<file path="config.mk">
export PLATFORM = sky130hd
export DESIGN_NAME = regwin_ctrl
export DESIGN_NICKNAME = d
export VERILOG_FILES = /design/src/rtl/regwin_pkg.sv /design/src/rtl/regwin_step.sv /design/src/rtl/regwin_probe.sv /design/src/rtl/regwin_status_io.sv /design/src/rtl/regwin_ctrl.sv
export SDC_FILE = /design/constraint.sdc
export NUM_CORES = 1
export LEC_CHECK = 0
export BUFFER_PORTS_ARGS = -buffer_cell sky130_fd_sc_hd__buf_4
export CORE_UTILIZATION = 48
export CTS_CLUSTER_DIAMETER = 120
export DETAILED_ROUTE_END_ITERATION = 16
export GPL_ROUTABILITY_DRIVEN = 0
export MAX_ROUTING_LAYER = met4
export PLACE_DENSITY = 0.85
export SKIP_CTS_REPAIR_TIMING = 1
export SLEW_MARGIN = 20
export SYNTH_ARGS = -nofsm -noshare
export SYNTH_HDL_FRONTEND = slang
export SYNTH_SLANG_ARGS = --single-unit
export TNS_END_PERCENT = 10
</file>
<file path="constraint.sdc">
create_clock -name clk -period 4.15 [get_ports clk]
set_input_delay 0.6225 -clock clk [delete_from_list [all_inputs] [get_ports clk]]
set_output_delay 0.6225 -clock clk [all_outputs]
set_load 0.01 [all_outputs]
</file>
<file path="src/rtl/regwin_pkg.sv">
package regwin_pkg;

   localparam int CWP_W  = 5;
   localparam int WORD_W = 32;

   typedef enum logic [2:0] {
      CMD_IDLE    = 3'd0,
      CMD_SAVE    = 3'd1,
      CMD_RESTORE = 3'd2,
      CMD_RETT    = 3'd3,
      CMD_WSTAT   = 3'd4,
      CMD_WMASK   = 3'd5
   } regwin_cmd_e;

   localparam logic [7:0] TT_NONE    = 8'h00;
   localparam logic [7:0] TT_ILLEGAL = 8'h02;
   localparam logic [7:0] TT_WIN_OVF = 8'h05;
   localparam logic [7:0] TT_WIN_UNF = 8'h06;

   typedef struct packed {
      logic [3:0] icc;
      logic       fpen;
      logic [3:0] lvl;
      logic       sup;
      logic       psup;
      logic       trapen;
   } regwin_stat_t;

endpackage

</file>
<file path="src/rtl/regwin_step.sv">
module regwin_step #(
   parameter int NWIN  = 8,
   parameter int CWP_W = 5
) (
   input  logic [CWP_W-1:0] cur,
   output logic [CWP_W-1:0] down,
   output logic [CWP_W-1:0] up
);
   localparam int IW = (NWIN > 1) ? $clog2(NWIN) : 1;
   localparam logic [CWP_W-1:0] LAST = CWP_W'(NWIN - 1);

   generate
      if ((1 << IW) == NWIN) begin : g_pow2
         logic [IW-1:0] dn_lo, up_lo;
         assign dn_lo = cur[IW-1:0] - IW'(1);
         assign up_lo = cur[IW-1:0] + IW'(1);
         if (IW == CWP_W) begin : g_full
            assign down = dn_lo;
            assign up   = up_lo;
         end else begin : g_pad
            assign down = {{(CWP_W-IW){1'b0}}, dn_lo};
            assign up   = {{(CWP_W-IW){1'b0}}, up_lo};
         end
      end else begin : g_cmp
         assign down = (cur == '0)   ? LAST : cur - CWP_W'(1);
         assign up   = (cur == LAST) ? '0   : cur + CWP_W'(1);
      end
   endgenerate
endmodule

</file>
<file path="src/rtl/regwin_probe.sv">
module regwin_probe #(
   parameter int NWIN  = 8,
   parameter int CWP_W = 5
) (
   input  logic [NWIN-1:0]  mask,
   input  logic [CWP_W-1:0] idx,
   output logic             hit
);
   always_comb begin
      hit = 1'b0;
      for (int i = 0; i < NWIN; i++) begin
         if (idx == CWP_W'(i)) hit = mask[i];
      end
   end
endmodule

</file>
<file path="src/rtl/regwin_status_io.sv">
module regwin_status_io
   import regwin_pkg::*;
#(
   parameter int         NWIN    = 8,
   parameter logic [7:0] VERSION = 8'h15
) (
   input  regwin_stat_t      st,
   input  logic [CWP_W-1:0]  cur,
   input  logic [WORD_W-1:0] wdata,
   output logic [WORD_W-1:0] word,
   output regwin_stat_t      wst,
   output logic [CWP_W-1:0]  wcwp,
   output logic              wok
);
   localparam logic [CWP_W:0] NW = (CWP_W+1)'(NWIN);

   assign word = {VERSION, st.icc, 7'd0, st.fpen, st.lvl,
                  st.sup, st.psup, st.trapen, cur};

   assign wst.icc    = wdata[23:20];
   assign wst.fpen   = wdata[12];
   assign wst.lvl    = wdata[11:8];
   assign wst.sup    = wdata[7];
   assign wst.psup   = wdata[6];
   assign wst.trapen = wdata[5];
   assign wcwp       = wdata[4:0];
   assign wok        = ({1'b0, wdata[4:0]} < NW);
endmodule

</file>
<file path="src/rtl/regwin_ctrl.sv">
module regwin_ctrl
   import regwin_pkg::*;
#(
   parameter int         NWIN    = 8,
   parameter logic [7:0] VERSION = 8'h15
) (
   input  logic              clk,
   input  logic              rst_n,
   input  logic [2:0]        cmd,
   input  logic [31:0]       wr_data,
   output logic [4:0]        cwp,
   output logic [31:0]       status_rd,
   output logic [NWIN-1:0]   mask_rd,
   output logic              trap_req,
   output logic [7:0]        trap_code
);
   generate
      if (NWIN < 2 || NWIN > (1 << CWP_W)) begin : g_bad_nwin
         $error("regwin_ctrl: NWIN must lie in 2..32");
      end
   endgenerate

   localparam regwin_stat_t STAT_RST = '{icc: 4'd0, fpen: 1'b0, lvl: 4'd0,
                                         sup: 1'b1, psup: 1'b0, trapen: 1'b0};

   logic [CWP_W-1:0] cwp_q, cwp_d;
   logic [NWIN-1:0]  mask_q, mask_d;
   regwin_stat_t     st_q, st_d;
   logic             trap_q, trap_d;
   logic [7:0]       code_q, code_d;

   logic [CWP_W-1:0] tgt_down, tgt_up, w_cwp;
   logic             hit_down, hit_up, w_ok;
   regwin_stat_t     w_st;
   regwin_cmd_e      op;

   assign op = regwin_cmd_e'(cmd);

   regwin_step #(.NWIN(NWIN), .CWP_W(CWP_W)) u_step (
      .cur (cwp_q),
      .down(tgt_down),
      .up  (tgt_up)
   );

   regwin_probe #(.NWIN(NWIN), .CWP_W(CWP_W)) u_probe_dn (
      .mask(mask_q),
      .idx (tgt_down),
      .hit (hit_down)
   );

   regwin_probe #(.NWIN(NWIN), .CWP_W(CWP_W)) u_probe_up (
      .mask(mask_q),
      .idx (tgt_up),
      .hit (hit_up)
   );

   regwin_status_io #(.NWIN(NWIN), .VERSION(VERSION)) u_sio (
      .st   (st_q),
      .cur  (cwp_q),
      .wdata(wr_data),
      .word (status_rd),
      .wst  (w_st),
      .wcwp (w_cwp),
      .wok  (w_ok)
   );

   always_comb begin
      cwp_d  = cwp_q;
      mask_d = mask_q;
      st_d   = st_q;
      trap_d = 1'b0;
      code_d = TT_NONE;
      unique case (op)
         CMD_SAVE: begin
            if (hit_down) begin
               trap_d = 1'b1;
               code_d = TT_WIN_OVF;
            end else begin
               cwp_d = tgt_down;
            end
         end
         CMD_RESTORE: begin
            if (hit_up) begin
               trap_d = 1'b1;
               code_d = TT_WIN_UNF;
            end else begin
               cwp_d = tgt_up;
            end
         end
         CMD_RETT: begin
            if (st_q.trapen) begin
               trap_d = 1'b1;
               code_d = TT_ILLEGAL;
            end else begin
               st_d.trapen = 1'b1;
               if (hit_up) begin
                  trap_d = 1'b1;
                  code_d = TT_WIN_UNF;
               end else begin
                  cwp_d    = tgt_up;
                  st_d.sup = st_q.psup;
               end
            end
         end
         CMD_WSTAT: begin
            if (!w_ok) begin
               trap_d = 1'b1;
               code_d = TT_ILLEGAL;
            end else begin
               st_d  = w_st;
               cwp_d = w_cwp;
            end
         end
         CMD_WMASK: mask_d = wr_data[NWIN-1:0];
         default: ;
      endcase
   end

   always_ff @(posedge clk or negedge rst_n) begin
      if (!rst_n) begin
         cwp_q  <= '0;
         mask_q <= '0;
         st_q   <= STAT_RST;
         trap_q <= 1'b0;
         code_q <= TT_NONE;
      end else begin
         cwp_q  <= cwp_d;
         mask_q <= mask_d;
         st_q   <= st_d;
         trap_q <= trap_d;
         code_q <= code_d;
      end
   end

   assign cwp       = cwp_q;
   assign mask_rd   = mask_q;
   assign trap_req  = trap_q;
   assign trap_code = code_q;
endmodule

</file>
==> impl_results.md, run 1 <==
- Pwr Total: 1.183 mW
- RSZ-0062 raised after global routing: no
- Most common cell after layout, fill and taps aside: buf_4
- Final Max Tran Viols: 0
- Setup CP Type: flip-flop to flip-flop
- WP buf/inv: 1
- Final nets: around 250
- Commonest non-fill, non-tap cells in the layout: buf_4 (55), dfrtp_1 (28), conb_1 (20), mux2_2 (18), nand2_1 (9)
- PwrDens: approximately 560 nW/um^2
- Switching pwr: 0.4651 mW
- Worst Tran Pin Value: 0.5909 ns
- Worst setup SP type: flip-flop
- Lkg Pwr: approximately 1.1 nW
- DIE AREA: ~3800 sq um
- Post-route worst setup slack: around 1.5 ns
- Diodes inserted: 0
- Vias in the first global route: 1,090
- Top-Level Pins: just over 90
- Core area: 3390 sq um
- Final instance area: 2113 sq um
- Placed Area: 2062 sq um
- Comb power frac: 0.498
- Syn_area_per_cell: 11.28 sq um
- Sink Count: 29
- Worst hold path type: input pin to asynchronous set/reset pin
- Horiz. Die Dim: 61.96 um
- Worst-path fanout max: 7
- Slew Limit Headroom: 0.6045
- Root Buffer: clkbuf_4
- Pint: 0.7177 mW
- WP data arrival: roughly 2.8 ns
- Routed WL per cell: around 14 um
- Final setup vio count: 0
- DR DRC count: 0
- Port Buffers: 55
- Worst-skew pair later-pin latency: 0.34 ns
- Async S/R FF share, synth: 1.000
- Initial Util: 0.5090
- Detailed Route WL: 3580 um
- CTS buffer count: 5
- Sw Ratio: 0.3932
- Setup TNS: 0 ns
- All-Layer GR Usage: 0.2003
- Top_reg_cell synth: dfrtp_1
- GR Overflow Total: 0
- Period minus WS final: 2.607 ns
- Htree depth: 2
- Status: finished, final reports clean
- Worst path max stage delay: roughly 0.48 ns
- Largest net degree at the start of global routing: 30
- Max Clk Rate: 383.6 MHz
- Count of warnings emitted by yosys: 0
- Chip height: 61.96 um
- Initial DRC Count: 42
- Vias: approximately 1,300
- Clock slew seen by the registers of the worst setup and hold paths: 0.10 ns
- Max cap viols: 0
- Ordered cell list for the critical path: inv_1, ha_1, xnor2_2, mux2i_1, a2111oi_4, o311ai_4, nand4_4, mux2_4
- Detailed Routing Iterations Pass 1: 4
- Flops & latches, synth: 29
- Post-synthesis cell count: 153
- Worst path required time: 4.37 ns
- First-pass GRT wire length: 5161 um
- TritonCTS clock tree: built
- Detailed-placement wirelength estimate: 2645 um
- Antenna violations before repair: 0
- Layout area overhead: 22.48%
- Number of enable flip-flop cells after synthesis: 0
- Share of layout cells above drive strength 1: 0.4417
- Crit path max-delay cell type: dfrtp_1
- Post-Syn Area: 1725 sq um
- Final Hold Viols: 0
- Sequential area share after synthesis: 0.4213
- Final Skew: 0.01344 ns
- Clk pwr share: 0.141
- Critical path's top delay family: compound AO/OA/AOI/OAI gates
- Critical Path End Type: flip-flop
- Pre-CTS setup slack: around 1.6 ns
- Final ANT Viol Nets: 0
- Max VDD drop: 0.3004 mV
- Final period util: 0.6282
- Sequential Power Share: 0.361
- Clock buffer depth: 2
- Cell row count: 21
- Vias/cell: 4.988
- Library cells used by synthesis: 40
## routing by layer
layer  vias up  GRT usage  wire length (um)
met2        47     0.2918              1728
met1       606     0.2493              1584
met4         0    0.09524                63
li1        596          -                 -
met3         8    0.06625               203
met5         -          -                 0
## layout make-up
class	count	area, sq um
Fill cell	297	1276
Multi-Input combinational cell	108	842.1
Sequential cell	29	726.9
Timing Repair Buffer	55	412.9
Inverter	6	22.52
Clock inverter	2	10.01
Clock buffer	6	41.29
Tap cell	46	57.56
## cells in the mapped netlist, types with 2 or more instances
cell,count,area [sq um]
inv_1,6,22.52
o22ai_1,2,12.51
nand3_1,4,20.02
nand3b_1,2,15.01
and2_2,2,15.01
dfrtp_1,28,700.7
xnor2_1,2,17.52
ha_1,6,75.07
buf_2,2,10.01
nand4_1,2,12.51
buf_4,25,187.7
a22oi_1,2,15.01
a211oi_1,2,15.01
mux2i_1,3,30.03
mux2_4,2,30.03
mux2_2,18,202.7
o21ai_0,6,30.03
nand2_1,9,33.78
conb_1,2,7.510
and2_1,2,12.51
a21oi_1,4,20.02
nor2_1,3,11.26
nor2b_1,2,12.51
## path summary, 6_finish.rpt
path,startpoint,endpoint,slack [ns],cells after the start
worst max-delay path,cwp[0]$_DFFE_PN0P_,cwp[2]$_DFFE_PN0P_,1.54,8
worst min-delay path,rst_n,st_q[0]$_DFFE_PN0P_,0.19,1
worst max register to register,cwp[0]$_DFFE_PN0P_,cwp[2]$_DFFE_PN0P_,1.54,8
worst min register to register,st_q[4]$_DFFE_PN0P_,st_q[4]$_DFFE_PN0P_,0.51,1
max in group asynchronous,rst_n,st_q[2]$_DFFE_PN1P_,3.66,1
min in group clk,wr_data[11],st_q[6]$_DFFE_PN0P_,0.51,2
## metrics by stage
| stage | hold slack, ns | std cells | util |
|---|---|---|---|
| 2_1_floorplan | 0.3269 | 171 | - |
| 5_1_grt | 0.1957 | 252 | 0.6235 |
| 6_report | 0.1850 | 252 | 0.6235 |
| 3_5_place_dp | 0.4948 | 244 | 0.6083 |
| 3_3_place_gp | 0.4892 | 244 | 0.6083 |
| 4_1_cts | 0.1877 | 252 | 0.6235 |
## registers in the layout, indices dropped and copies added, names as in the netlist
name / count
st_q: 12
mask_rd: 8
cwp: 5
trap_code: 3
trap_req: 1
## cell families after synthesis
kind of cell	synth area share
xor+xnor	0.01958
compound gates	0.1233
simple gates	0.1059
fa+ha+maj	0.04351
mux	0.1523
buf+inv	0.1298
other cells	0.004353
flops	0.4213
## power groups by stage
stage | clock network [mW] | registers (mW) | logic [mW]
6_report | 0.167 | 0.427 | 0.589
4_1_cts | 0.173 | 0.428 | 0.590
3_5_place_dp | 0 | 0.432 | 0.586
5_1_grt | 0.185 | 0.440 | 0.643
2_1_floorplan | 0 | 0.454 | 0.376
3_3_place_gp | 0 | 0.431 | 0.571
## worst reg2reg max path, delay by kind of cell (launching register included)
family	cells	cell delay (ns)
buffers and inverters	1	0.13
adders and majority gates	1	0.28
xor gates and xnor gates	1	0.29
and+or+nand+nor	1	0.15
DFF	1	0.48
AOI/OAI and AO/OA	2	0.68
muxes	2	0.49
Note: power is estimated with default switching activity, not from simulation.
==> run 2, diff against run 1 <==
- ABC_AREA: unset -> 1
- CORE_UTILIZATION: 48 -> 45
- PLACE_DENSITY: 0.85 -> 0.8
- clock period: 4.15 -> 2.6 ns (I/O delays scaled with it)
==> run 2 against run 1 <==
  * First-iteration DRC count is 7.1% lower
  * Count of clock-buffer cells in the layout is 1 higher
  * Critical path depth is 6 higher
  * Synthesized cell count is 40% higher
  * Global-route usage is 0.20 points lower
  * Flip-flop and latch count stayed put
  * Total power is 66% higher
==> impl_results.md, run 2 <==
- Area contributors post-synth: dfrtp_1 (41%), nand2_1 (16%), buf_4 (11%), inv_1 (4.6%), ha_1 (4.4%)
- Switching pwr: 0.7712 mW
- Commonest non-fill, non-tap cells in the layout: nand2_1 (73), buf_4 (55), dfrtp_1 (28), inv_1 (21), conb_1 (20)
- Fillers: roughly 350
- Syn_area_per_cell: slightly above 8 sq um
- Final Hold Viols: 0
- Final period util: 0.7321
- RSZ-0062 raised after global routing: no
- Cell row count: 22
- Final ANT Viol Nets: 0
- Antenna violations before repair: 0
- Root Buffer: clkbuf_8
- Top reg by flops: st_q
- All-Layer GR Usage: 0.1983
- DIE AREA: 4080 sq um
- CTS buffer count: 5
- Synth top cells by count: nand2_1 (73), dfrtp_1 (28), buf_4 (25), inv_1 (21), nand3_1 (12)
- Vias in the first global route: 1,359
- Worst Tran Pin Value: 0.5811 ns
- Async S/R FF share, synth: 1.000
- Max cap viols: 0
- Horiz. Die Dim: 63.88 um
- Most common cell after layout, fill and taps aside: nand2_1
- Synth top area share: 0.4067
- Initial DRC Count: 39
- First-pass GRT wire length: 5878 um
- Clock slew seen by the registers of the worst setup and hold paths: 0.06 ns
- Setup CP Type: flip-flop to flip-flop
- PwrDens: 904.5 nW/um^2
- Layout area overhead: 25.64%
- Lkg Pwr: 1.250 nW
- Largest register FFs: 12
- Status: finished, final reports clean
- DR DRC count: 0
- Final instance area: 2165 sq um
- Post-synthesis cell count: about 210
- Diodes inserted: 0
- Sequential Area: around 730 sq um
- Routed WL per cell: 11.31 um
- Detailed-placement wirelength estimate: 2762 um
- Cell taking the most area after synthesis: dfrtp_1
- Count of warnings emitted by yosys: 0
- Worst setup SP type: flip-flop
- Final Skew: 0.006307 ns
- Worst-skew pair later-pin latency: about 0.28 ns
- Sequential Power Share: 0.334
- Library cells used by synthesis: 30
- Top-Level Pins: 91
- Vias: around 1,500
- Slew Limit Headroom: 0.6096
- Fin util: 0.5913
- Clock buffer depth: 2
- Worst-path fanout max: 9
- Max VDD drop: 0.5221 mV
- Final Max Tran Viols: 0
- Placed Cells: 307
- Period minus WS final: 1.903 ns
- Port Buffers: 55
- Number of enable flip-flop cells after synthesis: 0
- Clk pwr share: 0.208
- Core area: 3661 sq um
- Comb power frac: 0.458
- Final nets: 309
- WP data arrival: 2.08 ns
- Initial Util: 0.4706
- Area of the multi-input gates: approximately 800 sq um
- Sink Count: 29
- Max Clk Rate: 525.4 MHz
- Worst hold path type: input pin to asynchronous set/reset pin
- Final setup vio count: 0
- Vias/cell: 4.702
- Most common cell in the synthesized netlist: nand2_1
- R2r setup slk: roughly 0.70 ns
- Share of layout cells above drive strength 1: 0.2809
- Htree depth: 2
- Largest net degree at the start of global routing: 30
- Flops & latches, synth: 29
- Final std cells w/o fill: around 320
- TritonCTS clock tree: built
- Worst path required time: between 2 and 3 ns
- Detailed Routing Iterations Pass 1: 4
- Placed Area: 2063 sq um
- Sw Ratio: 0.3939
- Detailed Route WL: 3564 um
- Sequential area share after synthesis: 0.4219
- Chip height: 63.88 um
- Top_reg_cell synth: dfrtp_1
- GR Overflow Total: 0
- Post-Syn Area: approximately 1700 sq um
- Critical Path End Type: flip-flop
- Pint: 1.187 mW
- Setup TNS: 0 ns
==> run 2: cell types whose count changed after synthesis, moves of 3 or more <==
cell	delta
mux2i_1	-3
inv_1	+15
nor2_1	+4
nand3_1	+8
nand2_1	+64
nand2_4	+3
o211ai_1	+4
mux2_2	-16
==> run 2: final timing paths <==
| check | from | depth (start not counted) | to |
|---|---|---|---|
| hold / removal | rst_n | 1 | mask_rd[7]$_DFFE_PN0N_ |
| setup reg to reg | cwp[0]$_DFFE_PN0P_ | 14 | cwp[1]$_DFFE_PN0P_ |
| hold reg to reg | st_q[2]$_DFFE_PN1P_ | 2 | st_q[2]$_DFFE_PN1P_ |
| min in group clk | wr_data[10] | 3 | st_q[5]$_DFFE_PN0P_ |
| max in group asynchronous | rst_n | 1 | st_q[2]$_DFFE_PN1P_ |
| setup / recovery | cwp[0]$_DFFE_PN0P_ | 14 | cwp[1]$_DFFE_PN0P_ |
==> run 2: final cells by class <==
cell class                      count  share of cell area
Sequential cell                    29              0.3358
Timing Repair Buffer               55              0.1908
Multi-Input combinational cell    153              0.3607
Inverter                           22             0.03815
Clock buffer                        7             0.04451
Tap cell                           48             0.02775
Clock inverter                      1            0.002312
==> run 2: worst max-delay path, cell delays in order (launching register included) <==
cell	delay [ns]
dfrtp_1	0.46
inv_1	0.13
ha_1	0.25
inv_1	0.08
nand2_1	0.05
nand2_1	0.14
nand3_1	0.09
nand3b_1	0.09
nand2_1	0.05
nand2_1	0.05
nand2_1	0.09
nand2_4	0.14
nand2_4	0.06
nand2_1	0.05
nand2_1	0.05
==> run 2: per-layer routing <==
layer  GRT usage  part of all wire
met5           -                 0
met2      0.3364              0.51
met4     0.06818             0.013
met1      0.2199              0.40
met3     0.06071             0.080
==> run 2: cells by family after synthesis <==
family                     Yosys count  synth area share
AOI/OAI and AO/OA                   22           0.07843
DFF                                 29            0.4219
and+or+nand+nor                    102            0.2694
xor gates and xnor gates             1          0.005084
buffers and inverters               50            0.1641
muxes                                2           0.01307
other                                2          0.004359
adders and majority gates            6           0.04357
==> run 2: power by group through the flow <==
stage          sequential, mW  combinational [mW]  clock (mW)
4_1_cts                 0.657               0.896       0.416
3_3_place_gp            0.661               0.865           0
2_1_floorplan           0.697               0.565           0
3_5_place_dp            0.662               0.891           0
5_1_grt                 0.672               0.990       0.438
6_report                0.655               0.896       0.407
==> run 2: through the flow <==
stage                     power, mW  hold WS, ns  worst slack (ns)
after CTS                     1.968      0.02344            0.6805
after floorplan               1.262      0.09441            0.8972
after global routing          2.101      0.03758            0.5165
after global placement        1.526       0.3296            0.7548
after detailed placement      1.552       0.3312            0.7009
final                         1.958      0.01637            0.6965
